File: src/rtl/wave_pc_pkg.sv
package wave_pc_pkg;

    localparam logic [1:0] CLS_FLOW = 2'd0;
    localparam logic [1:0] CLS_ONE  = 2'd1;

    localparam int unsigned FOP_NOP     = 0;
    localparam int unsigned FOP_END     = 1;
    localparam int unsigned FOP_BRA     = 2;
    localparam int unsigned FOP_BAR     = 3;
    localparam int unsigned FOP_SCC0    = 4;
    localparam int unsigned FOP_SCC1    = 5;
    localparam int unsigned FOP_VCCZ    = 6;
    localparam int unsigned FOP_VCCNZ   = 7;
    localparam int unsigned FOP_EXECZ   = 8;
    localparam int unsigned FOP_EXECNZ  = 9;
    localparam int unsigned FOP_MAX_OK  = 61;

    localparam int unsigned SOP_GETPC = 0;
    localparam int unsigned SOP_SETPC = 1;

    typedef enum logic [2:0] {
        ACT_STEP, ACT_BRA, ACT_CBR, ACT_END, ACT_BAR, ACT_GETPC, ACT_SETPC, ACT_BAD
    } act_t;

    typedef enum logic [2:0] {
        CND_ALWAYS, CND_SCC0, CND_SCC1, CND_VCCZ, CND_VCCNZ, CND_EXECZ, CND_EXECNZ
    } cnd_t;

    typedef enum logic [1:0] {
        NX_HOLD, NX_STEP, NX_BRA, NX_JUMP
    } nxsel_t;

    typedef enum logic [1:0] {
        ST_RUN, ST_BARWAIT, ST_HALT, ST_FAULT
    } seq_state_t;

endpackage

File: src/rtl/wpc_decode.sv
module wpc_decode
    import wave_pc_pkg::*;
#(
    parameter int OP_W = 7
) (
    input  logic [1:0]      cls,
    input  logic [OP_W-1:0] op,
    output act_t            act,
    output cnd_t            cnd
);
    always_comb begin
        act = ACT_STEP;
        cnd = CND_ALWAYS;
        if (cls == CLS_FLOW) begin
            if (int'(op) > FOP_MAX_OK) begin
                act = ACT_BAD;
            end else begin
                case (int'(op))
                    FOP_END:    act = ACT_END;
                    FOP_BRA:    act = ACT_BRA;
                    FOP_BAR:    act = ACT_BAR;
                    FOP_SCC0:   begin act = ACT_CBR; cnd = CND_SCC0;   end
                    FOP_SCC1:   begin act = ACT_CBR; cnd = CND_SCC1;   end
                    FOP_VCCZ:   begin act = ACT_CBR; cnd = CND_VCCZ;   end
                    FOP_VCCNZ:  begin act = ACT_CBR; cnd = CND_VCCNZ;  end
                    FOP_EXECZ:  begin act = ACT_CBR; cnd = CND_EXECZ;  end
                    FOP_EXECNZ: begin act = ACT_CBR; cnd = CND_EXECNZ; end
                    default:    act = ACT_STEP;
                endcase
            end
        end else if (cls == CLS_ONE) begin
            if (int'(op) == SOP_GETPC)      act = ACT_GETPC;
            else if (int'(op) == SOP_SETPC) act = ACT_SETPC;
        end
    end
endmodule

File: src/rtl/wpc_cond.sv
module wpc_cond
    import wave_pc_pkg::*;
#(
    parameter int MASK_W = 64,
    parameter int VTEST_W = 32
) (
    input  cnd_t              cnd,
    input  logic              scc,
    input  logic [MASK_W-1:0] vcc,
    input  logic [MASK_W-1:0] exec_m,
    output logic              taken
);
    logic vcc_zero;
    logic exec_zero;

    assign vcc_zero  = (vcc[VTEST_W-1:0] == '0);
    assign exec_zero = (exec_m == '0);

    always_comb begin
        unique case (cnd)
            CND_ALWAYS: taken = 1'b1;
            CND_SCC0:   taken = ~scc;
            CND_SCC1:   taken = scc;
            CND_VCCZ:   taken = vcc_zero;
            CND_VCCNZ:  taken = ~vcc_zero;
            CND_EXECZ:  taken = exec_zero;
            CND_EXECNZ: taken = ~exec_zero;
            default:    taken = 1'b0;
        endcase
    end
endmodule

File: src/rtl/wpc_target.sv
module wpc_target
    import wave_pc_pkg::*;
#(
    parameter int ADDR_W = 64,
    parameter int IMM_W = 16,
    localparam int PC_W = ADDR_W - 2
) (
    input  logic [PC_W-1:0]   pc,
    input  logic [IMM_W-1:0]  imm,
    input  logic [ADDR_W-1:0] jsrc,
    input  nxsel_t            sel,
    output logic [PC_W-1:0]   nxt
);
    logic [PC_W-1:0] seq_pc;
    logic [PC_W-1:0] ofs;

    assign seq_pc = pc + PC_W'(1);
    assign ofs    = {{(PC_W-IMM_W){imm[IMM_W-1]}}, imm};

    always_comb begin
        unique case (sel)
            NX_HOLD: nxt = pc;
            NX_STEP: nxt = seq_pc;
            NX_BRA:  nxt = seq_pc + ofs;
            NX_JUMP: nxt = jsrc[ADDR_W-1:2];
            default: nxt = pc;
        endcase
    end
endmodule

File: src/rtl/wave_pc_seq.sv
module wave_pc_seq
    import wave_pc_pkg::*;
#(
    parameter int ADDR_W = 64,
    parameter int MASK_W = 64,
    parameter int VTEST_W = 32,
    parameter int IMM_W = 16,
    parameter int OP_W = 7,
    localparam int PC_W = ADDR_W - 2
) (
    input  logic              clk,
    input  logic              rst_n,
    input  logic              instr_vld,
    input  logic [1:0]        instr_cls,
    input  logic [OP_W-1:0]   instr_op,
    input  logic [IMM_W-1:0]  instr_imm,
    input  logic              scc_i,
    input  logic [MASK_W-1:0] vcc_i,
    input  logic [MASK_W-1:0] exec_i,
    input  logic [ADDR_W-1:0] jump_src_i,
    input  logic              resume_i,
    output logic [PC_W-1:0]   pc_o,
    output logic              getpc_we_o,
    output logic [ADDR_W-1:0] getpc_data_o,
    output logic              ended_o,
    output logic              bar_wait_o,
    output logic              fault_o
);
    seq_state_t      state_q, state_d;
    logic [PC_W-1:0] pc_q;
    logic [PC_W-1:0] pc_nxt;
    nxsel_t          sel;
    act_t            act;
    cnd_t            cnd;
    logic            taken;
    logic            gp_fire;

    wpc_decode #(.OP_W(OP_W)) u_dec (
        .cls(instr_cls), .op(instr_op), .act(act), .cnd(cnd)
    );

    wpc_cond #(.MASK_W(MASK_W), .VTEST_W(VTEST_W)) u_cnd (
        .cnd(cnd), .scc(scc_i), .vcc(vcc_i), .exec_m(exec_i), .taken(taken)
    );

    wpc_target #(.ADDR_W(ADDR_W), .IMM_W(IMM_W)) u_tgt (
        .pc(pc_q), .imm(instr_imm), .jsrc(jump_src_i), .sel(sel), .nxt(pc_nxt)
    );

    // next-state and counter select
    always_comb begin
        state_d = state_q;
        sel     = NX_HOLD;
        gp_fire = 1'b0;
        unique case (state_q)
            ST_RUN: begin
                if (instr_vld) begin
                    unique case (act)
                        ACT_STEP:  sel = NX_STEP;
                        ACT_BRA:   sel = NX_BRA;
                        ACT_CBR:   sel = taken ? NX_BRA : NX_STEP;
                        ACT_GETPC: begin sel = NX_STEP; gp_fire = 1'b1; end
                        ACT_SETPC: sel = NX_JUMP;
                        ACT_END:   state_d = ST_HALT;
                        ACT_BAR:   state_d = ST_BARWAIT;
                        ACT_BAD:   state_d = ST_FAULT;
                        default:   sel = NX_HOLD;
                    endcase
                end
            end
            ST_BARWAIT: begin
                if (resume_i) begin
                    state_d = ST_RUN;
                    sel     = NX_STEP;
                end
            end
            ST_HALT:  state_d = ST_HALT;
            ST_FAULT: state_d = ST_FAULT;
            default:  state_d = ST_RUN;
        endcase
    end

    // state register
    always_ff @(posedge clk) begin
        if (!rst_n) state_q <= ST_RUN;
        else        state_q <= state_d;
    end

    // registered outputs
    always_ff @(posedge clk) begin
        if (!rst_n) begin
            pc_q         <= '0;
            getpc_we_o   <= 1'b0;
            getpc_data_o <= '0;
        end else begin
            pc_q       <= pc_nxt;
            getpc_we_o <= gp_fire;
            if (gp_fire) getpc_data_o <= {pc_q, 2'b00};
        end
    end

    assign pc_o       = pc_q;
    assign ended_o    = (state_q == ST_HALT);
    assign bar_wait_o = (state_q == ST_BARWAIT);
    assign fault_o    = (state_q == ST_FAULT);
endmodule

File: config.mk
export PLATFORM = sky130hd
export DESIGN_NAME = wave_pc_seq
export DESIGN_NICKNAME = d
export VERILOG_FILES = /design/src/rtl/wave_pc_pkg.sv /design/src/rtl/wpc_decode.sv /design/src/rtl/wpc_cond.sv /design/src/rtl/wpc_target.sv /design/src/rtl/wave_pc_seq.sv
export SDC_FILE = /design/constraint.sdc
export NUM_CORES = 1
export LEC_CHECK = 0
export ABC_CLOCK_PERIOD_IN_PS = 6000
export BUFFER_PORTS_ARGS = -buffer_cell sky130_fd_sc_hd__buf_4
export CAP_MARGIN = 0
export CORE_ASPECT_RATIO = 1.25
export CORE_MARGIN = 1
export CORE_UTILIZATION = 50
export DETAILED_ROUTE_END_ITERATION = 16
export GPL_ROUTABILITY_DRIVEN = 0
export PLACE_DENSITY = 0.78
export SYNTH_ARGS = -nofsm -noshare
export SYNTH_HDL_FRONTEND = slang
export SYNTH_SLANG_ARGS = --single-unit
File: constraint.sdc
create_clock -name clk -period 6 [get_ports clk]
set_clock_uncertainty 0.2 [all_clocks]
set_input_delay 0.6 -clock clk [delete_from_list [all_inputs] [get_ports clk]]
set_output_delay 0.6 -clock clk [all_outputs]
set_load 0.02 [all_outputs]
==> results.json <==
{
  "status": "finished, final reports clean",
  "cellPowerDensity_nw_per_um2": 213.1,
  "cts_sinks": 127,
  "dieArea_um2": 23270,
  "synth_flop_cell": "dfxtp_1",
  "synth_most_common_cell": "nand2_1",
  "antenna_found_initial": 3,
  "fp-row-count": 61,
  "synth_edf_count": 0,
  "cts_buffers": 17,
  "cp-start-kind": "flip-flop",
  "report.final.hold_viol_count": 0,
  "yosys_warnings": 0,
  "fmax_ghz": 0.1827,
  "cts_root_buffer": "clkbuf_16",
  "ys_seq_area_share_pct": 22.44,
  "max_stage_delay_ns": 0.66,
  "clkTransAtPathRegs_ns": 0.07,
  "setup_viol": 0,
  "first_iter_violations": 1021,
  "synth_area_um2": 11330,
  "grt_max_degree": 76,
  "coreArea_um2": 22210,
  "grt_setup_unrepaired": "false",
  "first_pass_iters": 6,
  "slew_viol_final": 0,
  "synthArstFlopShare_pct": 0,
  "fin_tns_setup_ns": 0,
  "cts-htree-levels": 4,
  "cp_max_fo": 8,
  "clockBufferDepth": 2,
  "cp.required_ns": 6.13,
  "finalCritPeriodShare_pct": 91.21,
  "slowest_stage": "or4_1",
  "synthTopCellsByCount": "nand2_1 (248), a21oi_1 (157), dfxtp_1 (127)",
  "io_buffers": 315,
  "vias_per_cell": 6.147,
  "fin_nets": 2112,
  "drive_gt1_share_pct": 22.17,
  "drc": 0,
  "ys_seq_elements": 127,
  "via_count": 13060,
  "detail_route.wl_per_cell_um": 19.67,
  "synth_top_area_share_pct": 22.44,
  "power.leakage_nw": 6.186,
  "period_needed_ns": 5.473,
  "worst-setup-path-type": "reg2reg",
  "io_pins": 352,
  "avgSynthCellArea_um2": 7.283,
  "synth-compound-area-share_pct": 25.84,
  "area_growth_pct": 28.22,
  "peakVddDrop_v": 0.0001979,
  "postCtsSetupBuffers": 0,
  "grt_pass1_vias": 12340,
  "hold_class": "in2reg",
  "synth_top_family_by_area": "simple AND/OR/NAND/NOR gates",
  "initial_core_util_pct": 51.02,
  "synth_area_leaders": "dfxtp_1 (22%), nand2_1 (8.2%), xnor2_1 (7.0%), a21oi_1 (6.9%), ha_1 (6.8%)",
  "dieWidth_um": 136.7,
  "clock_latency_ns": 0.45,
  "hold_ws_ns": 0.2478,
  "overflow": 0,
  "dpl.hpwl_mm": 30.40,
  "yosysUniqueCellTypes": 90,
  "track_usage_pct": 35.40,
  "max-slew-margin-rel_pct": 9.887,
  "cts_tree": "built",
  "synth_top_cell_by_area": "dfxtp_1",
  "cts_hold_buffers": 0,
  "drv_cap": 0,
  "arrival_ns": 5.61,
  "synth_simple_gate_area_share_pct": 26.05,
  "synthAdderAreaFrac_pct": 7.022,
  "muxShareOfSynthArea_pct": 1.778,
  "end_kind": "flip-flop",
  "worst_pin_slew_ns": 1.339,
  "postSynthCellCount": 1556,
  "synthXorXnorAreaFrac_pct": 12.06,
  "cts_resized": 0,
  "die_y_um": 170.3,
  "fillers": 1972,
  "grt_pass1_wl_mm": 63.29,
  "crit_chain": "ha_1 > nand4_1 > or4_1 > nor3_2 > nand3_1 > nor2_1 > and3_1 > xor2_1 > ha_1 > a21oi_1 > o21ai_0 > a2111o_1 > a41o_1 > a311o_1 > a21oi_1 > xor2_1 > o21ai_0 > and3_1",
  "wl_mm": 41.80,
  "ant_nets": 0
}
## placed cells by master, fill, tap and decap left out, types with 19 or more instances in the layout
master and count:
o21ai_0 83, a21boi_0 31, a21oi_1 157, dfxtp_1 127, nor4_1 31, ha_1 62
inv_1 31, nor2_1 112, nand2_1 247, nand3_1 38, xnor2_1 91, a211oi_1 26
buf_4 342, mux2i_1 19, nand4_1 37, a21o_1 27, nor3_1 33, xor2_1 65
and3_1 20
## layout make-up
cell class	instances	area (um2)	area share, %
multi-input cells	1306	8254	56.81
well taps	283	354.1	2.437
clock buffers	18	429.2	2.954
flip-flops and latches	127	2542	17.50
repair buffers	343	2587	17.81
diodes	2	5.005	0.03444
clock inverters	14	237.7	1.636
inverters	32	120.1	0.8267
## critical path: cells and delay by family, from the launching register on
family | cells | cell delay (ns)
and+or+nand+nor | 7 | 2.16
DFF | 1 | 0.48
AOI/OAI and AO/OA | 7 | 1.68
adders and majority gates | 2 | 0.52
xor gates and xnor gates | 2 | 0.32
## cells by family after synthesis
group	after synthesis
AOI/OAI and AO/OA	454
xor gates and xnor gates	156
adders and majority gates	63
buffers and inverters	124
DFF	127
muxes	20
other	1
and+or+nand+nor	611
## routing by layer
metal / vias to the layer above / share of wire (%) / global-route usage (%)
met5: - / 0.043 / 0
met4: 2 / 7.0 / 25.07
met3: 164 / 8.8 / 11.23
met2: 613 / 47 / 59.21
met1: 6141 / 37 / 37.34
li1: 6143 / - / -
## flip-flops by register name, summed over array words and instances (netlist names)
register	count
pc_o	62
getpc_data_o	62
getpc_we_o	1
state_q	2
## power breakdown
group	leakage (nW)	internal, mW	total (mW)	switching, mW
Clock	0.325	0.780	1.21	0.432
Combinational	4.83	0.403	0.937	0.534
Sequential	1.03	0.878	0.947	0.0699
## worst paths after layout
path / from / endpoint / slack, ns / depth (start not counted)
max: pc_o[0]$_SDFFE_PN0P_ / pc_o[56]$_SDFFE_PN0P_ / 0.53 / 18
min: instr_vld / state_q[1]$_SDFFE_PN0P_ / 0.25 / 3
max reg2reg: pc_o[0]$_SDFFE_PN0P_ / pc_o[56]$_SDFFE_PN0P_ / 0.53 / 18
min reg2reg: getpc_data_o[8]$_SDFFE_PN0P_ / getpc_data_o[8]$_SDFFE_PN0P_ / 0.26 / 2
## metrics by stage
stage / setup slack (ns) / util (%) / power, mW / std cells / area (um2)
global route: 0.08657 / 65.41 / 3.222 / 2124 / 14530
global placement: 0.7569 / 62.40 / 1.859 / 2091 / 13860
detailed placement: 0.6736 / 62.40 / 1.874 / 2091 / 13860
finish: 0.5273 / 65.42 / 3.096 / 2125 / 14530
floorplan: 1.209 / - / 1.554 / 1557 / 11340
CTS: 0.6184 / 65.40 / 3.085 / 2123 / 14530
Power figures use the tool's default switching activity.
